$ cat src/rtl/bank_ram_mapper_pkg.sv
package bank_ram_mapper_pkg;

  typedef struct packed {
    logic loadBank;
    logic captureRd;
    logic forceDisp;
  } mapStrobes_t;

endpackage

$ cat src/rtl/bank_ram_mapper_ctrl.sv
module bank_ram_mapper_ctrl
  import bank_ram_mapper_pkg::*;
(
  input  logic        wrEn,
  input  logic        rdEn,
  input  logic        dispSlot,
  output mapStrobes_t strobes
);

  always_comb begin
    strobes           = '0;
    strobes.loadBank  = wrEn;
    strobes.captureRd = rdEn;
    strobes.forceDisp = dispSlot;
  end

endmodule

$ cat src/rtl/bank_ram_mapper_dp.sv
module bank_ram_mapper_dp
  import bank_ram_mapper_pkg::*;
#(
  parameter int CPU_AW = 16,
  parameter int BANK_W = 2
) (
  input  logic                     clk,
  input  logic                     rstN,
  input  mapStrobes_t              strobes,
  input  logic [CPU_AW-1:0]        reqAddr,
  input  logic [BANK_W-1:0]        wrData,
  output logic [BANK_W-1:0]        rdData,
  output logic [CPU_AW+BANK_W-1:0] ramAddr
);

  localparam logic [BANK_W-1:0] DISP_BANK = '1;

  logic [BANK_W-1:0] bankReg;
  logic [BANK_W-1:0] bankSel;

  always_ff @(posedge clk) begin
    if (!rstN) begin
      bankReg <= '0;
    end else if (strobes.loadBank) begin
      bankReg <= wrData;
    end
  end

  always_ff @(posedge clk) begin
    if (!rstN) begin
      rdData <= '0;
    end else if (strobes.captureRd) begin
      rdData <= bankReg;
    end
  end

  always_comb begin
    bankSel = strobes.forceDisp ? DISP_BANK : bankReg;
    ramAddr = {bankSel, reqAddr};
  end

endmodule

$ cat src/rtl/bank_ram_mapper.sv
module bank_ram_mapper
  import bank_ram_mapper_pkg::*;
#(
  parameter int CPU_AW = 16,
  parameter int BANK_W = 2
) (
  input  logic                     clk,
  input  logic                     rstN,
  input  logic [CPU_AW-1:0]        reqAddr,
  input  logic                     dispSlot,
  input  logic                     wrEn,
  input  logic [BANK_W-1:0]        wrData,
  input  logic                     rdEn,
  output logic [BANK_W-1:0]        rdData,
  output logic [CPU_AW+BANK_W-1:0] ramAddr
);

  mapStrobes_t strobes;

  bank_ram_mapper_ctrl u_ctrl (
    .wrEn     (wrEn),
    .rdEn     (rdEn),
    .dispSlot (dispSlot),
    .strobes  (strobes)
  );

  bank_ram_mapper_dp #(
    .CPU_AW (CPU_AW),
    .BANK_W (BANK_W)
  ) u_dp (
    .clk     (clk),
    .rstN    (rstN),
    .strobes (strobes),
    .reqAddr (reqAddr),
    .wrData  (wrData),
    .rdData  (rdData),
    .ramAddr (ramAddr)
  );

endmodule

$ cat config.mk
export PLATFORM = sky130hd
export DESIGN_NAME = bank_ram_mapper
export DESIGN_NICKNAME = d
export VERILOG_FILES = /design/src/rtl/bank_ram_mapper_pkg.sv /design/src/rtl/bank_ram_mapper_ctrl.sv /design/src/rtl/bank_ram_mapper_dp.sv /design/src/rtl/bank_ram_mapper.sv
export SDC_FILE = /design/constraint.sdc
export NUM_CORES = 1
export LEC_CHECK = 0
export BUFFER_PORTS_ARGS = -buffer_cell sky130_fd_sc_hd__buf_2
export CAP_MARGIN = 20
export CORE_AREA = 2 2 39 41
export CTS_CLUSTER_SIZE = 14
export DETAILED_ROUTE_END_ITERATION = 12
export DIE_AREA = 0 0 41 43
export PLACE_DENSITY_LB_ADDON = 0.3
export SLEW_MARGIN = 20
export SYNTH_ARGS = -nofsm -noshare
export SYNTH_HDL_FRONTEND = slang
export SYNTH_HIERARCHICAL = 1
export SYNTH_SLANG_ARGS = --single-unit
$ cat constraint.sdc
create_clock -name clk -period 2 [get_ports clk]
set_clock_uncertainty 0.15 [all_clocks]
set_input_delay 0.3 -clock clk [delete_from_list [all_inputs] [get_ports clk]]
set_output_delay 0.3 -clock clk [all_outputs]
set_load 0.05 [all_outputs]
### Word level (Yosys, flattened, before mapping)

Index checks and enable logic that the tools add are counted.

| operators by class | value |
|---|---|
| muxes and demuxes | 1 |
| divide/modulo/power cells | 0 |
| shift-type cells | 0 |
| bitwise operators | 0 |
| eq/ne operators | 0 |
| $lt $le $gt $ge | 0 |
| reductions and logical operators | 0 |
| multipliers | 0 |
| add/subtract/negate cells | 0 |

Operator list:

| cell | count |
|---|---|
| $mux W2 | 1 |

| storage, ports and cells | value |
|---|---|
| bits in writable memories | 0 |
| flip-flop bits (word level) | 4 |
| bits of input ports | 23 |
| logic and storage cells | 3 |
| bits in latches | 0 |
| memory bits (read-only) | 0 |
| memories | 0 |
| output and inout port bits | 20 |

### Depth between registers and ports, before layout

| depth | value |
|---|---|
| depth in word-level cells | 1 |
| gate-level depth with buffers | 3 |
| gate-level depth less buffers | 2 |

### Modules after synthesis

Netlist, hierarchy kept.

Modules (own cells, without submodules):

| module | cells an instance | times used | sequential area each (um^2) | area each (um^2) |
|---|---|---|---|---|
| bank_ram_mapper_dp | 30 | 1 | 80.1 | 277.8 |
| bank_ram_mapper_ctrl | 3 | 1 | 0.0 | 22.5 |

### Worst setup path before layout

Ideal clock, no wire load.

| timing | value |
|---|---|
| path type | input port to output port |
| start point | input port dispSlot |
| end point | output port ramAddr[16] |
| buffers on the path | 1 |
| cell stages on the path | 2 |
| data required time | 1.550 ns |
| slack | 0.747 ns |
| arrival | 0.803 ns |
| cell sequence | buf_4 > or2_2 |

| on the way | value |
|---|---|
| cells in the longest elaborated chain, start to end | 1 |

Ends and longest elaborated chain:

| item | line | source |
|---|---|---|
| start, declared | bank_ram_mapper.sv:10 | `input logic dispSlot,` |
| $mux W2 | bank_ram_mapper_dp.sv:38 | `bankSel = strobes.forceDisp ? DISP_BANK : bankReg;` |
| end, declared | bank_ram_mapper.sv:15 | `output logic [CPU_AW+BANK_W-1:0] ramAddr` |

Every way passes these cells.

### Final worst setup path

| timing | value |
|---|---|
| start point | register u_dp.bankReg[1] |
| end point | output port ramAddr[17] |

| on the way | value |
|---|---|
| cells in the longest elaborated chain, start to end | 1 |

Ends and longest elaborated chain:

| item | line | source |
|---|---|---|
| start, declared | bank_ram_mapper_dp.sv:18 | `logic [BANK_W-1:0] bankReg;` |
| start signal, assigned | bank_ram_mapper_dp.sv:25 | `bankReg <= wrData;` |
| $mux W2 | bank_ram_mapper_dp.sv:38 |  |

Every way passes these cells.

==> results_dict.tcl <==
set metrics [dict create \
    outcome "completed" \
    critPathRequiredTime_ns 1.55 \
    synth.mux.area_fraction_pct 13.3 \
    clock_path_buffers 2 \
    report.power.total_uw 221 \
    hpwl_um 343 \
    power.static_leakage_uw 0.000124 \
    grt_remaining_overflow 0 \
    fin_cells 43 \
    slowest_stage "dfxtp_1" \
    fillers 161 \
    die_w_um 41 \
    cp_data_arrival_time_ns 1.04 \
    min_from "rstN" \
    nets 52 \
    vias 154 \
    report.final.slew_viol_count 0 \
    synth_cell_types 5 \
    syn_to_final_growth_pct -16.7 \
    worst_skew_pair.late_latency_ns 0.23 \
    avgSynthCellArea_sq_um 9.10 \
    synthTopCellsByArea "buf_4, dfxtp_1, mux2i_1" \
    crit_path_end_kind "output port" \
    hp-class "input pin to flip-flop" \
    path_class "flip-flop to output port" \
    viasPerCell 3.58 \
    regToRegEndpoint "u_dp/bankReg[1]" \
    synth_area_leader_cell "buf_4" \
    initial_utilization_pct 21.7 \
    synth_seq_cells 4 \
    worst-path-max-fanout 3 \
    placed_cell_area_sq_um 228 \
    multi_input_area_sq_um 77.6 \
    fmax_mhz 671 \
    antenna_found_initial 0 \
    grt_pass1_wl_um 558 \
    grt_pass1_vias 166 \
    drv_cap 0 \
    cts_resized 0 \
    numCtsBuffers 3 \
    ys_seq_area_share_pct 26.7 \
    dp.cells 40 \
    worstPathCellList "or2_2 > buf_2" \
    routed_wirelength_um 411 \
    reg2reg_depth 2 \
    fp.dieH_um 43 \
    cts_sinks 4 \
    wl_per_cell_um 9.56 \
    powerDensity_nw_per_um2 883 \
    syn-num-nets 56 \
    final_area_sq_um 250 \
    hold_buffers 0 \
    cp-start-kind "flip-flop" \
    seqCellArea_sq_um 80.1 \
    rows 14 \
    firstDrtPassIters 3 \
    ir_worst_vdd_v 0.000161 \
    yosysTopAreaCellShare_pct 47.5 \
    grt_use_total_pct 5.33 \
    gp_congestion 0.593 \
    fin_crit_sh_pct 74.5 \
    whs_ns 0.171 \
    reg2reg_from "u_dp/bankReg[1]" \
    reg2reg_setup_slack_ns 1.22 \
    hold_viol 0 \
    core_sq_um 1380 \
    clk_pin_slew_ns 0.04 \
    crit_buf_inv 1 \
    critPathMaxStageDelay_ns 0.31 \
    rsz0062_at_grt "false" \
    drt_iter0_drc 1 \
    path_delay_family "flip-flops" \
    cp.depth 2 \
    min_period_ns 1.49 \
    clockRootBuffer "clkbuf_4" \
    synth_area_sq_um 300 \
    port_buffers 10 \
    tightestPinTransition_ns 0.249 \
    synth_compound_area_share_pct 0 \
    whs_endpoint "u_dp/bankReg[0]" \
    yosys.area_share.simple_pct 12.5 \
    setup_tns_ns 0 \
    relSlewSlack_pct 83.5 \
    synth_fa_ha_area_share_pct 0 \
    io-pin-count 43 \
    synth-xor-area-share_pct 0 \
    grt_max_degree 5 \
    whs_path_depth 2 \
    cts_tree "yes" \
    h-tree-depth 1 \
    ys_warn_count 6 \
    syn_inst 33 \
    post_cts_buffers 0 \
    die-area_sq_um 1760 \
    drive_gt1_share_pct 55.6 \
    synth_top_family_by_area "buffers and inverters" \
    antenna_left 0 \
    diodes 0 \
    post-route-drc-count 0 \
    finalSetupViolCount 0 \
]
==> stage by stage <==
step	setup WS, ns	utilization (%)
2_1_floorplan	0.747	-
3_3_place_gp	0.689	16.5
3_5_place_dp	0.680	16.5
4_1_cts	0.492	18.1
5_1_grt	0.474	18.1
6_report	0.511	18.1
==> where the power goes <==
part           internal [uW]  switching [uW]  total (uW)
logic                   14.1            22.7        36.8
clock network           67.0            30.9        97.9
registers               84.1            2.30        86.4
==> synthesized netlist by cell type, drive strengths merged <==
library cell	instances
buf	19
dfxtp	4
mux2i	4
nor2b	4
or2	2
==> layout make-up <==
class	instances	share of cell area [%]
Multi-Input combinational cell	10	31.0
Tap cell	16	8.00
Sequential cell	4	32.0
Timing Repair Buffer	10	20.0
Clock buffer	3	9.00
==> worst max-delay path by stage <==
stage	start	to	slack, ns
after global placement	dispSlot	ramAddr[16]	0.69
after global routing	u_dp/bankReg[0]	ramAddr[16]	0.47
after CTS	u_dp/bankReg[1]	ramAddr[17]	0.49
after floorplan	dispSlot	ramAddr[16]	0.75
after detailed placement	dispSlot	ramAddr[17]	0.68
final	u_dp/bankReg[1]	ramAddr[17]	0.51
==> sequential cells by signal, summed over array words and instances, names as in the netlist <==
name and flops:
u_dp/bankReg 2, u_dp/rdData 2
==> cells in the final DEF, fill, tap and decap left out, drive strengths merged <==
master,instances
nor2b,4
clkbuf,3
dfxtp,4
or2,2
buf,10
mux2i,4
==> cell families after synthesis <==
group                  Yosys count
buffers and inverters           19
flip-flops                       4
multiplexers                     4
AND/OR/NAND/NOR                  6
==> routing by layer <==
layer	GRT usage [%]	up-vias	routed length, um
met1	3.23	76	125
met3	4.19	0	57
met2	7.19	6	229
li1	-	72	-
met5	0	-	0
met4	8.00	0	0
Power figures use the tool's default switching activity.
